## src/rtl/dbuf_dac_pkg.sv

```systemverilog
`timescale 1ns/1ps
// Shared types for the double-buffered converter front end.
// Assumes one clock domain; every enable is active high inside the block.
package dbuf_dac_pkg;

    // Decoded enables handed from the control decoder to the storage stages
    typedef struct packed {
        logic hi_en;    // upper latch part open
        logic lo_en;    // lower latch part open
        logic xfer_en;  // converter register open
    } dac_en_t;

endpackage

```

## src/rtl/dbuf_ctl_decode.sv

```systemverilog
`timescale 1ns/1ps
// Control decoder: turns the active-low pins into three active-high enables.
// Assumes the pins are already synchronous to clk.
module dbuf_ctl_decode
    import dbuf_dac_pkg::*;
(
    input  logic    cs_n,
    input  logic    wr1_n,
    input  logic    wr2_n,
    input  logic    xfer_n,
    input  logic    byte_sel,
    output dac_en_t en
);

    logic wr1_ok;

    // Qualify write 1 with chip select, then split by byte select
    always_comb begin
        wr1_ok     = !cs_n && !wr1_n;
        en.lo_en   = wr1_ok;
        en.hi_en   = wr1_ok && byte_sel;
        en.xfer_en = !wr2_n && !xfer_n;
    end

endmodule

```

## src/rtl/dbuf_in_latch.sv

```systemverilog
`timescale 1ns/1ps
// Split input latch: an upper part of HI_W bits and a lower part of LO_W bits.
// Each part reloads on every edge while its enable is high (a level-sensitive
// latch modelled on the clock). lat_nxt is the value after the current edge,
// so a transfer in the same cycle sees a transparent latch.
// Assumes BUS_W == HI_W + LO_W (wide bus) or BUS_W >= HI_W (narrow bus).
module dbuf_in_latch #(
    parameter int HI_W  = 8,
    parameter int LO_W  = 4,
    parameter int BUS_W = 8,
    localparam int CODE_W = HI_W + LO_W
) (
    input  logic              clk,
    input  logic              rst_n,
    input  logic              hi_en,
    input  logic              lo_en,
    input  logic [BUS_W-1:0]  din,
    output logic [CODE_W-1:0] lat_q,
    output logic [CODE_W-1:0] lat_nxt
);

    logic [HI_W-1:0] hi_src, hi_q;
    logic [LO_W-1:0] lo_src, lo_q;

    // Pick the bus lanes that feed each part of the latch
    generate
        if (BUS_W == CODE_W) begin : g_wide
            assign hi_src = din[CODE_W-1 -: HI_W];
            assign lo_src = din[LO_W-1:0];
        end else begin : g_narrow
            logic unused_low_lanes;
            assign hi_src = din[BUS_W-1 -: HI_W];
            assign lo_src = din[BUS_W-1 -: LO_W];
            assign unused_low_lanes = ^din[BUS_W-LO_W-1:0];
        end
    endgenerate

    // Upper part storage
    always_ff @(posedge clk) begin
        if (!rst_n)     hi_q <= '0;
        else if (hi_en) hi_q <= hi_src;
    end

    // Lower part storage
    always_ff @(posedge clk) begin
        if (!rst_n)     lo_q <= '0;
        else if (lo_en) lo_q <= lo_src;
    end

    // Post-edge view of the latch for a same-cycle transfer
    always_comb begin
        lat_q   = {hi_q, lo_q};
        lat_nxt = {hi_en ? hi_src : hi_q, lo_en ? lo_src : lo_q};
    end


    lo_only_keeps_hi_chk: assert property (@(posedge clk) disable iff (!rst_n)
        (lo_en && !hi_en) |=> $stable(hi_q));


    hi_follows_bus_chk: assert property (@(posedge clk) disable iff (!rst_n)
        hi_en |=> (hi_q == $past(hi_src)));

endmodule

```

## src/rtl/dbuf_dac_reg.sv

```systemverilog
`timescale 1ns/1ps
// Converter register: takes the post-edge latch value while transfer is open,
// holds otherwise. Assumes lat_nxt comes from the input latch stage.
module dbuf_dac_reg #(
    parameter int CODE_W = 12
) (
    input  logic              clk,
    input  logic              rst_n,
    input  logic              xfer_en,
    input  logic [CODE_W-1:0] lat_nxt,
    output logic [CODE_W-1:0] code_q
);

    // Load or hold the converter code
    always_ff @(posedge clk) begin
        if (!rst_n)       code_q <= '0;
        else if (xfer_en) code_q <= lat_nxt;
    end


    no_xfer_hold_chk: assert property (@(posedge clk) disable iff (!rst_n)
        !xfer_en |=> $stable(code_q));


    xfer_load_chk: assert property (@(posedge clk) disable iff (!rst_n)
        xfer_en |=> (code_q == $past(lat_nxt)));

endmodule

```

## src/rtl/dbuf_dac.sv

```systemverilog
`timescale 1ns/1ps
// Top of the double-buffered converter front end: decoder, split input latch
// and converter register. Assumes all pins are synchronous to clk.
module dbuf_dac #(
    parameter int HI_W  = 8,
    parameter int LO_W  = 4,
    parameter int BUS_W = 8,
    localparam int CODE_W = HI_W + LO_W
) (
    input  logic              clk,
    input  logic              rst_n,
    input  logic              cs_n,
    input  logic              wr1_n,
    input  logic              wr2_n,
    input  logic              xfer_n,
    input  logic              byte_sel,
    input  logic [BUS_W-1:0]  din,
    output logic [CODE_W-1:0] dac_code
);

    import dbuf_dac_pkg::*;

    dac_en_t           en;
    logic [CODE_W-1:0] lat_q;
    logic [CODE_W-1:0] lat_nxt;

    dbuf_ctl_decode u_dec (
        .cs_n     (cs_n),
        .wr1_n    (wr1_n),
        .wr2_n    (wr2_n),
        .xfer_n   (xfer_n),
        .byte_sel (byte_sel),
        .en       (en)
    );

    dbuf_in_latch #(.HI_W(HI_W), .LO_W(LO_W), .BUS_W(BUS_W)) u_lat (
        .clk     (clk),
        .rst_n   (rst_n),
        .hi_en   (en.hi_en),
        .lo_en   (en.lo_en),
        .din     (din),
        .lat_q   (lat_q),
        .lat_nxt (lat_nxt)
    );

    dbuf_dac_reg #(.CODE_W(CODE_W)) u_reg (
        .clk     (clk),
        .rst_n   (rst_n),
        .xfer_en (en.xfer_en),
        .lat_nxt (lat_nxt),
        .code_q  (dac_code)
    );


    reset_clear_chk: assert property (@(posedge clk)
        !rst_n |=> (dac_code == '0 && lat_q == '0));


    cs_idle_latch_chk: assert property (@(posedge clk) disable iff (!rst_n)
        cs_n |=> $stable(lat_q));


    wr1_idle_latch_chk: assert property (@(posedge clk) disable iff (!rst_n)
        wr1_n |=> $stable(lat_q));

endmodule

```

## config.mk

```make
export PLATFORM = sky130hd
export DESIGN_NAME = dbuf_dac
export DESIGN_NICKNAME = d
export VERILOG_FILES = /design/src/rtl/dbuf_dac_pkg.sv /design/src/rtl/dbuf_ctl_decode.sv /design/src/rtl/dbuf_in_latch.sv /design/src/rtl/dbuf_dac_reg.sv /design/src/rtl/dbuf_dac.sv
export SDC_FILE = /design/constraint.sdc
export NUM_CORES = 1
export LEC_CHECK = 0
export BUFFER_PORTS_ARGS = -buffer_cell sky130_fd_sc_hd__buf_2
export CAP_MARGIN = 10
export CORE_ASPECT_RATIO = 0.8
export CORE_MARGIN = 1.5
export CORE_UTILIZATION = 34
export DETAILED_ROUTE_END_ITERATION = 12
export SLEW_MARGIN = 40
export SYNTH_ARGS = -nofsm -noshare
export SYNTH_HDL_FRONTEND = slang
export SYNTH_SLANG_ARGS = --single-unit
```

## constraint.sdc

```tcl
create_clock -name clk -period 1 [get_ports clk]
set_input_delay 0.05 -clock clk [delete_from_list [all_inputs] [get_ports clk]]
set_output_delay 0.05 -clock clk [all_outputs]
set_load 0.02 [all_outputs]
```

==> results of run 1 <==
flip-flops by register name (all words and copies together) (netlist names):
signal / count
u_lat.lo_q: 4
u_lat.hi_q: 8
u_reg.code_q: 12
through the flow:
stage	utilization, %	TNS [ns]	area, um^2	hold slack (ns)
3_5_place_dp	44.6	-0.687	1000	0.329
4_1_cts	49.1	0	1110	0.00114
6_report	49.1	0	1110	0.00813
5_1_grt	49.1	0	1110	0.0114
3_3_place_gp	44.6	-0.284	1000	0.325
2_1_floorplan	-	0	848	0.188
kinds of logic (layout without fill, tap and decap cells):
group / after synthesis / in the layout / share of synthesized area (%)
AO/OA/AOI/OAI: 32 / 32 / 22.4
AND/OR/NAND/NOR: 24 / 24 / 13.7
flip-flops: 24 / 24 / 56.6
multiplexers: 4 / 4 / 4.72
buffers and inverters: 5 / 37 / 2.51
worst max-delay path by stage:
| stage | from | endpoint | slack [ns] | depth (start not counted) |
|---|---|---|---|---|
| global route | u_reg.code_q[10]$_SDFFE_PN0P_ | dac_code[10] | 0.07 | 1 |
| CTS | u_reg.code_q[10]$_SDFFE_PN0P_ | dac_code[10] | 0.09 | 1 |
| floorplan | wr1_n | u_reg.code_q[11]$_SDFFE_PN0P_ | 0.17 | 4 |
| global placement | wr1_n | u_reg.code_q[8]$_SDFFE_PN0P_ | -0.04 | 4 |
| finish | u_reg.code_q[10]$_SDFFE_PN0P_ | dac_code[10] | 0.11 | 1 |
| detailed placement | wr1_n | u_reg.code_q[8]$_SDFFE_PN0P_ | -0.05 | 4 |
area by class of cell:
class                   count  share of cell area, %
repair buffers             33                   17.6
clock buffers               3                   2.04
multi-input cells          60                   31.3
clock inverters             1                   2.71
well taps                  25                   2.83
flip-flops and latches     24                   43.4
timing repair:
action	4_1_cts	5_1_grt
endpoints found under the setup margin	0	0
endpoints found under the hold margin	6	0
resized for setup	0	0
hold buffers	5	0
metal layers:
| layer | part of all wire [%] | routed length (um) | GRT usage (%) |
|---|---|---|---|
| met1 | 47 | 758 | 16.4 |
| met2 | 47 | 754 | 21.6 |
| met5 | 0 | 0 | 0 |
| met4 | 0 | 0 | 1.36 |
| met3 | 6.3 | 101 | 4.86 |
power groups by stage:
| stage | Combinational [mW] | Clock [mW] | Sequential [mW] |
|---|---|---|---|
| after floorplan | 0.0909 | 0 | 1.08 |
| after global placement | 0.207 | 0 | 1.04 |
| after detailed placement | 0.210 | 0 | 1.04 |
| after CTS | 0.226 | 0.713 | 1.02 |
| after global routing | 0.249 | 0.734 | 1.03 |
| final | 0.223 | 0.691 | 1.02 |
cells in the final DEF (no fill, tap or decap), types with 2 or more instances in the layout:
cell / instances
dlygate4sd3_1: 5
clkbuf_4: 3
o21ai_0: 12
buf_4: 2
dfxtp_1: 24
a21oi_1: 4
nand2_1: 16
nor2b_1: 4
a21boi_1: 2
a21boi_0: 6
mux2i_1: 4
a31oi_1: 8
buf_2: 26
==> summary.md, run 1 <==
| Metric | Value |
|---|---|
| Switch share | `22.2%` |
| Boundary pin count | `27` |
| Reg power frac | `52.7%` |
| Clock buffer depth | `2` |
| Placeable Area | `2250 um^2` |
| PnR worst setup slack | `0.113 ns` |
| Post-synth top area share | `56.6%` |
| CP Class | `reg -> out` |
| Worst Hold Depth | `3` |
| Logic pwr share | `11.5%` |
| Post-CTS setup buffers | `0` |
| Yosys reg bits | `24` |
| Pint | `1.51 mW` |
| Die width | `58.8 um` |
| Yosys warning count | `0` |
| Critical Path AT | `0.84 ns` |
| Gr usage total | `12.8%` |
| Pwr/cell area | `1750 nW/um^2` |
| Worst Max-Slew Pin Slew | `0.312 ns` |
| Max-Cap Viols | `0` |
| Slowest Stage Delay on Critical Path | `0.36 ns` |
| Slew headroom | `79.2%` |
| Synth area leader | `dfxtp_1` |
| CP Capture Type | `output pin` |
| Hold endpoint | `u_lat.hi_q[2]$_SDFF_PN0_` |
| CTS Sinks | `24` |
| Starting DRT DRC Count | `26` |
| Via count | `724` |
| Hold crit path type | `in -> reg` |
| Post-Syn Nets | `104` |
| Clk pin slew, worst setup/hold paths | `0.13 ns` |
| First-pass GRT wire length | `2680 um` |
| Family with the most delay on the worst path | `flip-flops` |
| P_sw | `428 uW` |
| Vias in the first global route | `617` |
| Worst hold start | `din[2]` |
| Area growth from synthesis to layout | `30.4%` |
| Initial Util | `37.7%` |
| Layout cell share with drive strength beyond 1 | `28.1%` |
| Critical Path RT | `0.95 ns` |
| Initial antenna violation count | `0` |
| DP Wirelength | `1110 um` |
| Vias per cell | `4.96` |
| 1st-pass router iterations | `4` |
| Area occupied by registers | `480 um^2` |
| DRC | `0` |
| Setup slack, reg-to-reg | `0.32 ns` |
| Synthesized cell area | `848 um^2` |
| Wirelength, routed | `1620 um` |
| Final clock skew | `0.00505 ns` |
| Worst slack at placement | `-0.0546 ns` |
| Fillers | `225` |
| Final hold vios | `0` |
| Clock latency on the worst-skew pair | `0.31 ns` |
| Crit path launch type | `register` |
| VDD IR-drop max | `0.811 mV` |
| Top post-synthesis cells by count | `dfxtp_1, nand2_1, o21ai_0` |
| Critical-path maximum fanout | `2` |
| Die area | `2810 um^2` |
| Final Wtd Congestion | `0.687` |
| Max Fclk | `1130 MHz` |
| Minimum clock period | `0.887 ns` |
| Avg WL per Cell | `11.1 um` |
| Row cnt | `15` |
| Leak | `0.463 nW` |
| Syn_area_per_cell | `9.53 um^2` |
| Number of synthesized flops with an enable pin | `0` |
| Vert. Die Dim | `47.7 um` |
| Final setup fails | `0` |
| Crit-path slowest cell | `dfxtp_1` |
| Asr flop ratio synth | `0%` |
| Largest net degree at the start of global routing | `25` |
| Placed cells | `137` |
| Synth Flop Type | `dfxtp_1` |
| RSZ-0062 raised after global routing | `no` |
| Critical-path cell list | `buf_2` |
| CTS tree | `built` |
| Max Transition Viols Final | `0` |
| Period utilization | `88.7%` |
| Final #Nets | `137` |
| Syn Inst Count | `89` |
| Final Power | `1.93 mW` |
| Run status | `finished, final reports clean` |
| Clock Root Buffer | `clkbuf_4` |
| Worst flop-to-flop path endpoint | `u_reg.code_q[1]$_SDFFE_PN0P_` |
| Synth area leaders | `dfxtp_1, o21ai_0, nand2_1` |
| Area occupied by multi-input gates | `347 um^2` |
| FF-to-FF Start | `u_lat.lo_q[1]$_SDFF_PN0_` |
| Post-Layout Cell Count | `146` |
| Sequential area share after synthesis | `56.6%` |
| Worst r2r path cells | `2` |
| # diodes | `0` |
| Antenna-violating nets left | `0` |
| H-tree depth | `1` |
| Most frequent cell after synthesis | `dfxtp_1` |
| CP bufs+invs | `1` |
| Clock power share | `35.7%` |
| CTS buffer count | `3` |
| Netlist cell types | `15` |
| Grt total ovfl | `0` |
| PortBufs | `26` |
Note: power is estimated with default switching activity, not from simulation.
==> run 2: changes to the inputs <==
--- a/config.mk
+++ b/config.mk
@@ -8,9 +8,10 @@
 export BUFFER_PORTS_ARGS = -buffer_cell sky130_fd_sc_hd__buf_2
 export CAP_MARGIN = 10
 export CORE_ASPECT_RATIO = 0.8
-export CORE_MARGIN = 1.5
 export CORE_UTILIZATION = 34
 export DETAILED_ROUTE_END_ITERATION = 12
+export MAX_ROUTING_LAYER = met4
+export PLACE_DENSITY = 0.56
 export SLEW_MARGIN = 40
 export SYNTH_ARGS = -nofsm -noshare
 export SYNTH_HDL_FRONTEND = slang
==> summary.md, run 2 (synthesis gave the netlist of run 1 again) <==
| Metric | Value |
|---|---|
| Final hold slack | `0.00959 ns (was 0.00813 ns)` |
| Violated checks | `design-rule violations` |
| Clock buffer depth | `2 (unchanged)` |
| Period utilization | `90.3% (was 88.7%)` |
| Highest metal layer with signal wires | `met4 (was met3)` |
| Hold crit path type | `in -> reg (unchanged)` |
| Vert. Die Dim | `46.7 um (was 47.7 um)` |
| FF-to-FF Start | `u_reg.code_q[9]$_SDFFE_PN0P_ (was u_lat.lo_q[1]$_SDFF_PN0_)` |
| Worst hold start | `din[6] (was din[2])` |
| Crit-path slowest cell | `dfxtp_1 (unchanged)` |
| Slowest Stage Delay on Critical Path | `0.37 ns (was 0.36 ns)` |
| PortBufs | `26 (unchanged)` |
| Crit path launch type | `register (unchanged)` |
| Vias in the first global route | `649 (was 617)` |
| Worst flop-to-flop path endpoint | `u_reg.code_q[9]$_SDFFE_PN0P_ (was u_reg.code_q[1]$_SDFFE_PN0P_)` |
| Placeable Area | `2250 um^2 (unchanged)` |
| Area occupied by multi-input gates | `347 um^2 (unchanged)` |
| Row cnt | `15 (unchanged)` |
| Layout cell share with drive strength beyond 1 | `29.0% (was 28.1%)` |
| Max-Cap Viols | `0 (unchanged)` |
| Initial Util | `37.7% (unchanged)` |
| CTS Sinks | `24 (unchanged)` |
| VDD IR-drop max | `1.09 mV (was 0.811 mV)` |
| First-pass GRT wire length | `3080 um (was 2680 um)` |
| Grt total ovfl | `0 (unchanged)` |
| Post-Layout Cell Count | `149 (was 146)` |
| Clock latency on the worst-skew pair | `0.32 ns (was 0.31 ns)` |
| RSZ-0062 raised after global routing | `no (unchanged)` |
| Leak | `0.477 nW (was 0.463 nW)` |
| Starting DRT DRC Count | `11 (was 26)` |
| Post-CTS setup buffers | `0 (unchanged)` |
| Minimum clock period | `0.903 ns (was 0.887 ns)` |
| Area occupied by registers | `480 um^2 (unchanged)` |
| Critical Path AT | `0.85 ns (was 0.84 ns)` |
| Final setup fails | `0 (unchanged)` |
| CP Capture Type | `output pin (unchanged)` |
| Die area | `2700 um^2 (was 2810 um^2)` |
| 1st-pass router iterations | `8 (was 4)` |
| Setup slack, reg-to-reg | `0.32 ns (about the same)` |
| Slew headroom | `76.9% (was 79.2%)` |
| Antenna-violating nets left | `0 (unchanged)` |
| # diodes | `0 (unchanged)` |
| Critical Path RT | `0.95 ns (about the same)` |
| Final Wtd Congestion | `0.702 (was 0.687)` |
| Fillers | `233 (was 225)` |
| DP Wirelength | `1200 um (was 1110 um)` |
| Vias per cell | `4.95 (was 4.96)` |
| Worst Hold Depth | `3 (unchanged)` |
| Max Transition Viols Final | `0 (unchanged)` |
| Register name with the most flops | `u_reg.code_q (unchanged)` |
| Hold endpoint | `u_lat.hi_q[6]$_SDFF_PN0_ (was u_lat.hi_q[2]$_SDFF_PN0_)` |
| CTS tree | `built (unchanged)` |
| Max Fclk | `1110 MHz (was 1130 MHz)` |
| Top Registers | `u_reg.code_q x12, u_lat.hi_q x8, u_lat.lo_q x4 (unchanged)` |
| Fin Setup TNS | `0 ns (unchanged)` |
| Family with the most delay on the worst path | `flip-flops (unchanged)` |
| Final hold vios | `0 (unchanged)` |
| Run status | `finished with violations (was finished, final reports clean)` |
| Met2 routed WL | `803 um (was 754 um)` |
| Final clock skew | `0.00482 ns (was 0.00505 ns)` |
| Die width | `57.8 um (was 58.8 um)` |
| Commonest non-fill, non-tap cells in the layout | `buf_2, dfxtp_1, nand2_1 (unchanged)` |
| Placed cells | `139 (was 137)` |
| CP bufs+invs | `1 (unchanged)` |
| Wirelength, routed | `1800 um (was 1620 um)` |
| Avg WL per Cell | `12.1 um (was 11.1 um)` |
| Post_cts resized | `0 (unchanged)` |
| Worst Max-Slew Pin Slew | `0.346 ns (was 0.312 ns)` |
| Boundary pin count | `27 (unchanged)` |
| Most common cell after layout, fill and taps aside | `buf_2 (unchanged)` |
| Max reg flops | `12 (unchanged)` |
| CP Class | `reg -> out (unchanged)` |
| H-tree depth | `1 (unchanged)` |
| Via count | `738 (was 724)` |
| WL met1 | `883 um (was 758 um)` |
| DRC | `2 (was 0)` |
| Gr usage total | `16.3% (was 12.8%)` |
| Initial antenna violation count | `0 (unchanged)` |
| Layout Utilization | `50.2% (was 49.1%)` |
| WL met3 | `91 um (was 101 um)` |
| Area growth from synthesis to layout | `33.3% (was 30.4%)` |
| Largest net degree at the start of global routing | `25 (unchanged)` |
| Final #Nets | `140 (was 137)` |
| Worst r2r path cells | `2 (unchanged)` |
| Critical-path maximum fanout | `2 (unchanged)` |
| Critical-path cell list | `buf_2 (unchanged)` |
| Pwr/cell area | `1730 nW/um^2 (was 1750 nW/um^2)` |
| CTS buffer count | `3 (unchanged)` |
| Clock Root Buffer | `clkbuf_4 (unchanged)` |
| Final Power | `1.95 mW (was 1.93 mW)` |
| Clk pin slew, worst setup/hold paths | `0.13 ns (about the same)` |
[run 2: timing repair]
action / CTS / global route
hold buffers: 6 / 0
endpoints found under the setup margin: 0 / 0
hold endpoints to repair: 10 / 0
[run 2: layout make-up]
type | count | share of cell area [%]
clock buffers | 3 | 1.99
clock inverters | 1 | 2.65
multi-input cells | 60 | 30.6
flip-flops and latches | 24 | 42.5
well taps | 25 | 2.77
repair buffers | 36 | 19.5
[run 2: report_power, final]
part / leakage (nW) / internal [mW] / switching (mW) / total (mW)
logic: 0.253 / 0.104 / 0.130 / 0.234
clock network: 0.0279 / 0.405 / 0.294 / 0.699
registers: 0.197 / 1.00 / 0.0166 / 1.02
[run 2: how the worst max path moves through the flow]
stage	startpoint	to	slack (ns)	cells after the start
floorplan	wr1_n	u_reg.code_q[11]$_SDFFE_PN0P_	0.17	4
CTS	u_reg.code_q[8]$_SDFFE_PN0P_	dac_code[8]	0.09	1
global placement	wr1_n	u_reg.code_q[9]$_SDFFE_PN0P_	-0.04	4
detailed placement	wr1_n	u_reg.code_q[9]$_SDFFE_PN0P_	-0.05	4
global route	u_reg.code_q[8]$_SDFFE_PN0P_	dac_code[8]	0.05	1
finish	u_reg.code_q[8]$_SDFFE_PN0P_	dac_code[8]	0.1	1
[run 2: through the flow]
stage | setup WS [ns] | cell area [um^2]
detailed placement | -0.0492 | 1020
global route | 0.0505 | 1130
CTS | 0.0874 | 1130
finish | 0.0969 | 1130
floorplan | 0.168 | 848
global placement | -0.0358 | 1020
[run 2: per-layer routing]
metal / track usage (%) / up-vias
met3: 5.90 / 2
met4: 5.71 / 0
met5: - / -
met1: 19.6 / 338
li1: - / 382
met2: 25.5 / 16
[run 2: worst reg2reg max path: stages, from the launching register on]
cell and delay (ns):
dfxtp_1 0.35, o21ai_0 0.08, a31oi_1 0.18
